## config.mk

```make
export PLATFORM = sky130hd
export DESIGN_NAME = lnk_cfg_i2c_slave
export DESIGN_NICKNAME = d
export VERILOG_FILES = /design/src/rtl/lnk_cfg_pkg.sv /design/src/rtl/i2c_line_sync.sv /design/src/rtl/cfg_reg_bank.sv /design/src/rtl/i2c_slave_fsm.sv /design/src/rtl/lnk_cfg_i2c_slave.sv
export SDC_FILE = /design/constraint.sdc
export NUM_CORES = 1
export LEC_CHECK = 0
export BUFFER_PORTS_ARGS = -buffer_cell sky130_fd_sc_hd__buf_2
export CAP_MARGIN = 5
export CELL_PAD_IN_SITES_DETAIL_PLACEMENT = 0
export CELL_PAD_IN_SITES_GLOBAL_PLACEMENT = 1
export CORE_MARGIN = 4
export CORE_UTILIZATION = 40
export DETAILED_ROUTE_END_ITERATION = 10
export GPL_TIMING_DRIVEN = 0
export PLACE_DENSITY_LB_ADDON = 0.1
export RECOVER_POWER = 50
export REMOVE_ABC_BUFFERS = 1
export SLEW_MARGIN = 20
export SYNTH_ARGS = -nofsm -noshare
export SYNTH_HDL_FRONTEND = slang
export SYNTH_SLANG_ARGS = --single-unit
```

## constraint.sdc

```tcl
create_clock -name clk_i -period 3.45 [get_ports clk_i]
set_clock_uncertainty 0.2 [all_clocks]
set_input_delay 0.69 -clock clk_i [delete_from_list [all_inputs] [get_ports clk_i]]
set_output_delay 0.69 -clock clk_i [all_outputs]
set_load 0.05 [all_outputs]
```

## src/rtl/lnk_cfg_pkg.sv

```systemverilog
package lnk_cfg_pkg;

  localparam int unsigned BYTE_W = 8;
  localparam int unsigned DEV_W  = 7;

  // register 0 fields
  localparam int unsigned R0_OVR   = 0;
  localparam int unsigned R0_SLEEP = 1;
  localparam int unsigned R0_LVL   = 5;
  localparam int unsigned R0_MAP   = 6;
  // register 1 fields
  localparam int unsigned R1_SRC   = 7;
  // register 2 fields
  localparam int unsigned R2_OFF   = 4;
  localparam int unsigned R2_CODE  = 5;

  typedef enum logic [2:0] {
    ST_IDLE,
    ST_ADDR,
    ST_AACK,
    ST_WDATA,
    ST_WACK,
    ST_RDATA,
    ST_RACK
  } bus_state_e;

  function automatic logic [BYTE_W-1:0] reg_default(input int unsigned idx);
    case (idx)
      1:       reg_default = 8'h68;
      default: reg_default = 8'h00;
    endcase
  endfunction

  function automatic logic [DEV_W-1:0] strap_address(input logic [1:0] code);
    case (code)
      2'b00:   strap_address = 7'h69;
      2'b01:   strap_address = 7'h6A;
      2'b10:   strap_address = 7'h6B;
      default: strap_address = 7'h6E;
    endcase
  endfunction

endpackage

```

## src/rtl/i2c_line_sync.sv

```systemverilog
module i2c_line_sync #(
  parameter int unsigned STAGES = 2
) (
  input  logic clk_i,
  input  logic rst_ni,
  input  logic scl_i,
  input  logic sda_i,
  output logic scl_o,
  output logic sda_o,
  output logic scl_rise_o,
  output logic scl_fall_o,
  output logic start_o,
  output logic stop_o
);

  logic [STAGES-1:0] scl_ff_q, scl_ff_d;
  logic [STAGES-1:0] sda_ff_q, sda_ff_d;
  logic              scl_prev_q, sda_prev_q;

  generate
    if (STAGES == 1) begin : g_one
      always_comb begin
        scl_ff_d = scl_i;
        sda_ff_d = sda_i;
      end
    end else begin : g_chain
      always_comb begin
        scl_ff_d = {scl_ff_q[STAGES-2:0], scl_i};
        sda_ff_d = {sda_ff_q[STAGES-2:0], sda_i};
      end
    end
  endgenerate

  always_ff @(posedge clk_i or negedge rst_ni) begin
    if (!rst_ni) begin
      scl_ff_q   <= '1;
      sda_ff_q   <= '1;
      scl_prev_q <= 1'b1;
      sda_prev_q <= 1'b1;
    end else begin
      scl_ff_q   <= scl_ff_d;
      sda_ff_q   <= sda_ff_d;
      scl_prev_q <= scl_ff_q[STAGES-1];
      sda_prev_q <= sda_ff_q[STAGES-1];
    end
  end

  assign scl_o      = scl_ff_q[STAGES-1];
  assign sda_o      = sda_ff_q[STAGES-1];
  assign scl_rise_o = scl_o & ~scl_prev_q;
  assign scl_fall_o = ~scl_o & scl_prev_q;
  assign start_o    = scl_o & scl_prev_q & sda_prev_q & ~sda_o;
  assign stop_o     = scl_o & scl_prev_q & ~sda_prev_q & sda_o;

endmodule

```

## src/rtl/cfg_reg_bank.sv

```systemverilog
module cfg_reg_bank
  import lnk_cfg_pkg::*;
#(
  parameter int unsigned NUM_REGS = 3,
  parameter int unsigned PTR_W    = 8
) (
  input  logic              clk_i,
  input  logic              rst_ni,
  input  logic              pwrdn_i,
  input  logic              wr_en_i,
  input  logic [PTR_W-1:0]  wr_ptr_i,
  input  logic [BYTE_W-1:0] wr_data_i,
  input  logic [PTR_W-1:0]  rd_ptr_i,
  output logic [BYTE_W-1:0] rd_data_o,
  input  logic [1:0]        addr_strap_i,
  input  logic              strap_map_i,
  input  logic              strap_lvl_i,
  output logic [DEV_W-1:0]  dev_addr_o,
  output logic              map_sel_o,
  output logic              lvl_sel_o,
  output logic              sleep_o,
  output logic [2:0]        deemph_code_o,
  output logic              deemph_off_o
);

  localparam logic [PTR_W-1:0] LAST_PTR = PTR_W'(NUM_REGS - 1);

  logic [NUM_REGS-1:0][BYTE_W-1:0] regs_q, regs_d;
  logic                            regs_en;
  logic                            ovr;

  always_comb begin
    regs_d  = regs_q;
    regs_en = 1'b0;
    if (pwrdn_i) begin
      regs_en = 1'b1;
      for (int i = 0; i < NUM_REGS; i++) regs_d[i] = reg_default(i);
    end else if (wr_en_i && (wr_ptr_i <= LAST_PTR)) begin
      regs_en = 1'b1;
      for (int i = 0; i < NUM_REGS; i++)
        if (wr_ptr_i == PTR_W'(i)) regs_d[i] = wr_data_i;
    end
  end

  always_ff @(posedge clk_i or negedge rst_ni) begin
    if (!rst_ni) begin
      for (int i = 0; i < NUM_REGS; i++) regs_q[i] <= reg_default(i);
    end else if (regs_en) begin
      regs_q <= regs_d;
    end
  end

  always_comb begin
    rd_data_o = '0;
    for (int i = 0; i < NUM_REGS; i++)
      if (rd_ptr_i == PTR_W'(i)) rd_data_o = regs_q[i];
  end

  assign ovr           = regs_q[0][R0_OVR];
  assign map_sel_o     = ovr ? regs_q[0][R0_MAP]   : strap_map_i;
  assign lvl_sel_o     = ovr ? regs_q[0][R0_LVL]   : strap_lvl_i;
  assign sleep_o       = ovr & regs_q[0][R0_SLEEP];
  assign deemph_code_o = ovr ? regs_q[2][R2_CODE +: 3] : 3'b000;
  assign deemph_off_o  = ovr & regs_q[2][R2_OFF];
  assign dev_addr_o    = regs_q[1][R1_SRC] ? regs_q[1][DEV_W-1:0]
                                           : strap_address(addr_strap_i);

  assert_pwrdn_defaults_R9: assert property (@(posedge clk_i) disable iff (!rst_ni)
    pwrdn_i |=> (rd_ptr_i != 8'd0 || rd_data_o == 8'h00) && dev_addr_o == strap_address(addr_strap_i)
                && !sleep_o && !deemph_off_o);

  assert_oob_write_ignored_R7: assert property (@(posedge clk_i) disable iff (!rst_ni)
    (wr_en_i && wr_ptr_i > LAST_PTR && !pwrdn_i) |=> $stable(regs_q));

  assert_override_outputs_R8: assert property (@(posedge clk_i) disable iff (!rst_ni)
    (wr_en_i && wr_ptr_i == '0 && wr_data_i[R0_OVR] && !pwrdn_i) |=>
      (map_sel_o == $past(wr_data_i[R0_MAP]) && lvl_sel_o == $past(wr_data_i[R0_LVL])
       && sleep_o == $past(wr_data_i[R0_SLEEP])));

  assert_reg_address_R4: assert property (@(posedge clk_i) disable iff (!rst_ni)
    (wr_en_i && wr_ptr_i == PTR_W'(1) && wr_data_i[R1_SRC] && !pwrdn_i) |=>
      dev_addr_o == $past(wr_data_i[DEV_W-1:0]));

endmodule

```

## src/rtl/i2c_slave_fsm.sv

```systemverilog
module i2c_slave_fsm
  import lnk_cfg_pkg::*;
#(
  parameter int unsigned PTR_W = 8
) (
  input  logic              clk_i,
  input  logic              rst_ni,
  input  logic              pwrdn_i,
  input  logic              scl_s_i,
  input  logic              sda_s_i,
  input  logic              scl_rise_i,
  input  logic              scl_fall_i,
  input  logic              start_i,
  input  logic              stop_i,
  input  logic [DEV_W-1:0]  dev_addr_i,
  input  logic [BYTE_W-1:0] rd_data_i,
  output logic              sda_oe_o,
  output logic [PTR_W-1:0]  ptr_o,
  output logic              wr_en_o,
  output logic [BYTE_W-1:0] wr_data_o
);

  localparam int unsigned CNT_W = $clog2(BYTE_W);
  localparam logic [CNT_W-1:0] LAST_BIT = CNT_W'(BYTE_W - 1);

  bus_state_e        state_q, state_d;
  logic [CNT_W-1:0]  cnt_q, cnt_d;
  logic [BYTE_W-1:0] sh_q, sh_d;
  logic [PTR_W-1:0]  ptr_q, ptr_d;
  logic              ack_q, ack_d;
  logic              pend_q, pend_d;
  logic              cont_q, cont_d;
  logic              last_q, last_d;
  logic              oe_q, oe_d;

  always_comb begin
    state_d = state_q;
    cnt_d   = cnt_q;
    sh_d    = sh_q;
    ptr_d   = ptr_q;
    ack_d   = ack_q;
    pend_d  = pend_q;
    cont_d  = cont_q;
    last_d  = last_q;
    oe_d    = oe_q;
    wr_en_o = 1'b0;
    if (pwrdn_i) begin
      state_d = ST_IDLE;
      oe_d    = 1'b0;
      ptr_d   = '0;
      ack_d   = 1'b0;
      last_d  = 1'b0;
    end else if (start_i) begin
      state_d = ST_ADDR;
      cnt_d   = '0;
      oe_d    = 1'b0;
      ack_d   = 1'b0;
      last_d  = 1'b0;
    end else if (stop_i) begin
      state_d = ST_IDLE;
      oe_d    = 1'b0;
    end else begin
      case (state_q)
        ST_ADDR: if (scl_rise_i) begin
          sh_d  = {sh_q[BYTE_W-2:0], sda_s_i};
          cnt_d = cnt_q + 1'b1;
          if (cnt_q == LAST_BIT) state_d = ST_AACK;
        end
        ST_AACK: if (scl_fall_i) begin
          if (!ack_q) begin
            if (sh_q[BYTE_W-1:1] == dev_addr_i) begin
              ack_d = 1'b1;
              oe_d  = 1'b1;
            end else begin
              state_d = ST_IDLE;
            end
          end else begin
            ack_d = 1'b0;
            cnt_d = '0;
            if (sh_q[0]) begin
              sh_d    = rd_data_i;
              oe_d    = ~rd_data_i[BYTE_W-1];
              state_d = ST_RDATA;
            end else begin
              oe_d    = 1'b0;
              pend_d  = 1'b1;
              state_d = ST_WDATA;
            end
          end
        end
        ST_WDATA: if (scl_rise_i) begin
          sh_d  = {sh_q[BYTE_W-2:0], sda_s_i};
          cnt_d = cnt_q + 1'b1;
          if (cnt_q == LAST_BIT) state_d = ST_WACK;
        end
        ST_WACK: if (scl_fall_i) begin
          if (!ack_q) begin
            ack_d = 1'b1;
            oe_d  = 1'b1;
            if (pend_q) begin
              ptr_d  = sh_q;
              pend_d = 1'b0;
            end else begin
              wr_en_o = 1'b1;
              ptr_d   = ptr_q + 1'b1;
            end
          end else begin
            ack_d   = 1'b0;
            oe_d    = 1'b0;
            cnt_d   = '0;
            state_d = ST_WDATA;
          end
        end
        ST_RDATA: begin
          if (scl_rise_i) begin
            cnt_d = cnt_q + 1'b1;
            if (cnt_q == LAST_BIT) last_d = 1'b1;
          end else if (scl_fall_i) begin
            if (last_q) begin
              last_d  = 1'b0;
              oe_d    = 1'b0;
              ptr_d   = ptr_q + 1'b1;
              state_d = ST_RACK;
            end else begin
              sh_d = {sh_q[BYTE_W-2:0], 1'b0};
              oe_d = ~sh_q[BYTE_W-2];
            end
          end
        end
        ST_RACK: begin
          if (scl_rise_i) begin
            cont_d = ~sda_s_i;
          end else if (scl_fall_i) begin
            if (cont_q) begin
              sh_d    = rd_data_i;
              oe_d    = ~rd_data_i[BYTE_W-1];
              cnt_d   = '0;
              state_d = ST_RDATA;
            end else begin
              state_d = ST_IDLE;
            end
          end
        end
        default: ;
      endcase
    end
  end

  always_ff @(posedge clk_i or negedge rst_ni) begin
    if (!rst_ni) begin
      state_q <= ST_IDLE;
      cnt_q   <= '0;
      sh_q    <= '0;
      ptr_q   <= '0;
      ack_q   <= 1'b0;
      pend_q  <= 1'b0;
      cont_q  <= 1'b0;
      last_q  <= 1'b0;
      oe_q    <= 1'b0;
    end else begin
      state_q <= state_d;
      cnt_q   <= cnt_d;
      sh_q    <= sh_d;
      ptr_q   <= ptr_d;
      ack_q   <= ack_d;
      pend_q  <= pend_d;
      cont_q  <= cont_d;
      last_q  <= last_d;
      oe_q    <= oe_d;
    end
  end

  assign sda_oe_o  = oe_q;
  assign ptr_o     = ptr_q;
  assign wr_data_o = sh_q;

  assert_sda_moves_scl_low_R10: assert property (@(posedge clk_i) disable iff (!rst_ni)
    (!$stable(sda_oe_o) && !$past(pwrdn_i)) |-> !scl_s_i);

  assert_stop_releases_R11: assert property (@(posedge clk_i) disable iff (!rst_ni)
    stop_i |=> !sda_oe_o);

  assert_start_new_address_R11: assert property (@(posedge clk_i) disable iff (!rst_ni)
    (start_i && !pwrdn_i) |=> (state_q == ST_ADDR && cnt_q == '0));

  assert_nack_foreign_R2: assert property (@(posedge clk_i) disable iff (!rst_ni)
    (state_q == ST_AACK && scl_fall_i && !ack_q && !start_i && !stop_i && !pwrdn_i
     && sh_q[BYTE_W-1:1] != dev_addr_i) |=> (!sda_oe_o && state_q == ST_IDLE));

endmodule

```

## src/rtl/lnk_cfg_i2c_slave.sv

```systemverilog
module lnk_cfg_i2c_slave
  import lnk_cfg_pkg::*;
#(
  parameter int unsigned SYNC_STAGES = 2,
  parameter int unsigned NUM_REGS    = 3,
  parameter int unsigned PTR_W       = 8
) (
  input  logic       clk_i,
  input  logic       rst_ni,
  input  logic       scl_i,
  input  logic       sda_i,
  output logic       sda_oe_o,
  input  logic [1:0] addr_strap_i,
  input  logic       strap_map_i,
  input  logic       strap_lvl_i,
  input  logic       pwrdn_i,
  output logic       map_sel_o,
  output logic       lvl_sel_o,
  output logic       sleep_o,
  output logic [2:0] deemph_code_o,
  output logic       deemph_off_o
);

  logic              scl_s, sda_s, scl_rise, scl_fall, bus_start, bus_stop;
  logic [DEV_W-1:0]  dev_addr;
  logic [BYTE_W-1:0] rd_data, wr_data;
  logic [PTR_W-1:0]  ptr;
  logic              wr_en;

  i2c_line_sync #(.STAGES(SYNC_STAGES)) sync_i (
    .clk_i      (clk_i),
    .rst_ni     (rst_ni),
    .scl_i      (scl_i),
    .sda_i      (sda_i),
    .scl_o      (scl_s),
    .sda_o      (sda_s),
    .scl_rise_o (scl_rise),
    .scl_fall_o (scl_fall),
    .start_o    (bus_start),
    .stop_o     (bus_stop)
  );

  i2c_slave_fsm #(.PTR_W(PTR_W)) fsm_i (
    .clk_i      (clk_i),
    .rst_ni     (rst_ni),
    .pwrdn_i    (pwrdn_i),
    .scl_s_i    (scl_s),
    .sda_s_i    (sda_s),
    .scl_rise_i (scl_rise),
    .scl_fall_i (scl_fall),
    .start_i    (bus_start),
    .stop_i     (bus_stop),
    .dev_addr_i (dev_addr),
    .rd_data_i  (rd_data),
    .sda_oe_o   (sda_oe_o),
    .ptr_o      (ptr),
    .wr_en_o    (wr_en),
    .wr_data_o  (wr_data)
  );

  cfg_reg_bank #(.NUM_REGS(NUM_REGS), .PTR_W(PTR_W)) regs_i (
    .clk_i         (clk_i),
    .rst_ni        (rst_ni),
    .pwrdn_i       (pwrdn_i),
    .wr_en_i       (wr_en),
    .wr_ptr_i      (ptr),
    .wr_data_i     (wr_data),
    .rd_ptr_i      (ptr),
    .rd_data_o     (rd_data),
    .addr_strap_i  (addr_strap_i),
    .strap_map_i   (strap_map_i),
    .strap_lvl_i   (strap_lvl_i),
    .dev_addr_o    (dev_addr),
    .map_sel_o     (map_sel_o),
    .lvl_sel_o     (lvl_sel_o),
    .sleep_o       (sleep_o),
    .deemph_code_o (deemph_code_o),
    .deemph_off_o  (deemph_off_o)
  );

endmodule

```

==> results.json <==
{
  "power_density_nw_per_um2": 449,
  "ant_nets": 0,
  "relSlewSlack_pct": 1.10,
  "setup_violations": 0,
  "yosysUniqueCellTypes": 61,
  "synthFlopType": "dfrtp_1",
  "tritoncts": "built",
  "ys_seq_elements": 57,
  "cts-root-buf": "clkbuf_8",
  "synth_top_cells_by_count": "dfrtp_1, nand2_1, nor2_1",
  "clk_pin_slew_ps": 80,
  "nets": 432,
  "maxCapViolations": 0,
  "routed_wl_um": 9540,
  "synth_cells": 416,
  "worstHoldPathType": "register to register",
  "place.gp.congestion": 0.837,
  "rsz0062_at_grt": "no",
  "p_int_uw": 1270,
  "r2r_cells": 6,
  "crit_path_end": "fsm_i.state_q[2]",
  "finalHoldViolCount": 0,
  "critPathMaxStageDelay_ps": 680,
  "antenna_found_initial": 0,
  "synth_area_um2": 3640,
  "comb_power_share_pct": 13.6,
  "gr-total-overflow": 0,
  "cts_hold_buf": 0,
  "ctsResizeCount": 0,
  "yosysSeqAreaShare_pct": 39.4,
  "cp_max_fo": 14,
  "synth_top_cell_by_area": "dfrtp_1",
  "post_cts_buffers": 0,
  "setup-tns-final_ps": 0,
  "clock_path_buffers": 2,
  "drcViolationCount": 0,
  "p_sw_share_pct": 29.0,
  "ys_warn_count": 0,
  "p_total_uw": 1790,
  "path_cells": "nor4bb_1, a311oi_1, a221o_1, nor4_1, a21boi_0, a21o_1",
  "holdWs_ps": 164,
  "syn_avg_cell_area_um2": 8.76,
  "area_delta_synth_final_pct": 9.44,
  "status": "finished clean",
  "fin_crit_ps": 2950,
  "synth.top_cell.area_share_pct": 33.0,
  "placedCellCount": 511,
  "grtUsageTotal_pct": 19.6,
  "numClockSinks": 57,
  "synth_most_common_cell": "dfrtp_1",
  "io_pins": 17,
  "slew_viol_final": 0,
  "via_per_inst": 5.73,
  "fmax_mhz": 339,
  "critPathLaunch": "regs_i.regs_q[15]",
  "rows": 34,
  "initial_core_util_pct": 41.4,
  "core_area_um2": 8810,
  "critPathCaptureType": "register",
  "finalNonFillerCells": 527,
  "drt_iter0_drc": 133,
  "layout_worst_path_cycle_share_pct": 85.5,
  "reg2reg_from": "regs_i.regs_q[15]",
  "hpwl_um": 6210,
  "worst_setup_path_start_kind": "register",
  "n_fill_cell": 865,
  "grt_pass1_wl_um": 15900,
  "diodes": 0,
  "worstPathRequired_ps": 3480,
  "r2r_slack_ps": 500,
  "firstDrtPassIters": 4,
  "p_leak_uw": 0.00181,
  "fp.dieW_um": 103,
  "cts_inserted_buffers": 9,
  "p_clk_share_pct": 42.9,
  "crit_type": "register to register",
  "seqPwrFrac_pct": 43.5,
  "wl_per_cell_um": 18.1,
  "crit_slowest_cell": "nor4_1",
  "r2r_end": "fsm_i.state_q[2]",
  "grt_pass1_vias": 2889,
  "async_flop_share_pct": 100,
  "dieArea_um2": 10700,
  "grt_max_degree": 58,
  "insertion_delay_ps": 330,
  "cts_max_level": 3,
  "worst_pin_slew_ps": 1480,
  "synth_edf_count": 0,
  "layout-drive-gt1-share_pct": 13.8,
  "synth.area.top_cells": "dfrtp_1, mux2i_1, dfstp_2",
  "numPortBuffers": 16,
  "p_sw_uw": 519,
  "ir_drop_mv": 0.228,
  "die_h_um": 103,
  "vias": 3018,
  "arrival_ps": 2980
}
metrics by stage:
stage | setup slack, ps | cell area, µm² | util [%]
after floorplan | 928 | 3530 | -
after global placement | 166 | 3750 | 42.5
after detailed placement | 224 | 3750 | 42.6
after CTS | 472 | 3990 | 45.3
after global routing | 250 | 3990 | 45.3
final | 499 | 3990 | 45.3
flip-flops by register name (all words and copies together), names as in the netlist:
| register | cells |
|---|---|
| regs_i.regs_q | 23 |
| fsm_i.ptr_o | 8 |
| fsm_i.wr_data_o | 8 |
| fsm_i.cnt_q | 3 |
| fsm_i.state_q | 3 |
| sync_i.scl_ff_q | 2 |
| sync_i.sda_ff_q | 2 |
| fsm_i.ack_q | 1 |
| fsm_i.cont_q | 1 |
| fsm_i.last_q | 1 |
| fsm_i.pend_q | 1 |
| fsm_i.sda_oe_o | 1 |
| regs_i.ovr | 1 |
| sync_i.scl_prev_q | 1 |
| sync_i.sda_prev_q | 1 |
cell type report:
class                      count  area (µm²)  area share (%)
clock buffer                   9         124            3.11
timing repair buffer          16        80.1            2.01
sequential                    57        1440            36.0
inverter                      15        56.3            1.41
tap                          108         135            3.39
clock inverter                 7         119            2.98
multi-input combinational    315        2040            51.1
power by group through the flow:
stage	clock network [µW]	logic [µW]	registers, µW
after detailed placement	0	244	793
after global routing	833	276	789
final	767	243	779
after global placement	0	241	792
after CTS	792	245	781
after floorplan	0	169	767
cells by family (layout without fill, tap and decap cells):
logic type	count (synthesis)	in the layout	share of synthesized area, %
simple gates	156	156	22.4
mux	34	34	9.65
buf+inv	44	47	4.67
xor+xnor	6	6	1.44
flops	57	57	39.4
fa+ha+maj	9	9	3.09
compound gates	110	110	19.3
cells in the final DEF (no fill, tap or decap), types with 2 or more instances in the layout:
master	instances
dfstp_1	2
clkinvlp_4	2
nor4_1	7
buf_2	15
nor3_2	2
a21oi_1	34
a211o_1	2
a32oi_1	2
ha_1	9
nand3b_1	2
mux2i_1	25
clkbuf_8	9
nor3b_1	8
a31oi_1	2
nand2b_1	5
xor2_1	5
mux2_2	9
a21o_1	2
o21a_1	2
dfstp_2	7
nor2_1	41
o21ai_0	30
inv_1	15
nand4b_1	2
nor2b_1	3
a22o_1	5
dfrtp_1	48
a22oi_1	3
bufinv_16	3
a21boi_0	3
nand3_1	9
and3_1	5
and2_1	9
a211oi_1	3
nor3_1	11
o21bai_1	2
o31ai_1	3
nand2_1	43
o22ai_1	2
critical path: cells and delay by family (launching register included):
kind / cells / cell delay [ps]
compound gates: 4 / 1110
flops: 1 / 540
simple gates: 2 / 1010
routing by layer:
layer	track usage, %	wire length (µm)
met1	26.5	4420
met2	31.9	4730
met3	4.96	319
met4	4.08	77
met5	0	0
worst min-delay path by stage:
stage                             from                  to  cells after the start
detailed placement  sync_i.scl_ff_q[0]  sync_i.scl_ff_q[1]                      0
global route        sync_i.sda_ff_q[0]  sync_i.sda_ff_q[1]                      0
finish              sync_i.sda_ff_q[0]  sync_i.sda_ff_q[1]                      0
floorplan           sync_i.scl_ff_q[0]  sync_i.scl_ff_q[1]                      0
CTS                 sync_i.sda_ff_q[0]  sync_i.sda_ff_q[1]                      0
global placement    sync_i.sda_ff_q[0]  sync_i.sda_ff_q[1]                      0
Note: power is estimated with default switching activity, not from simulation.
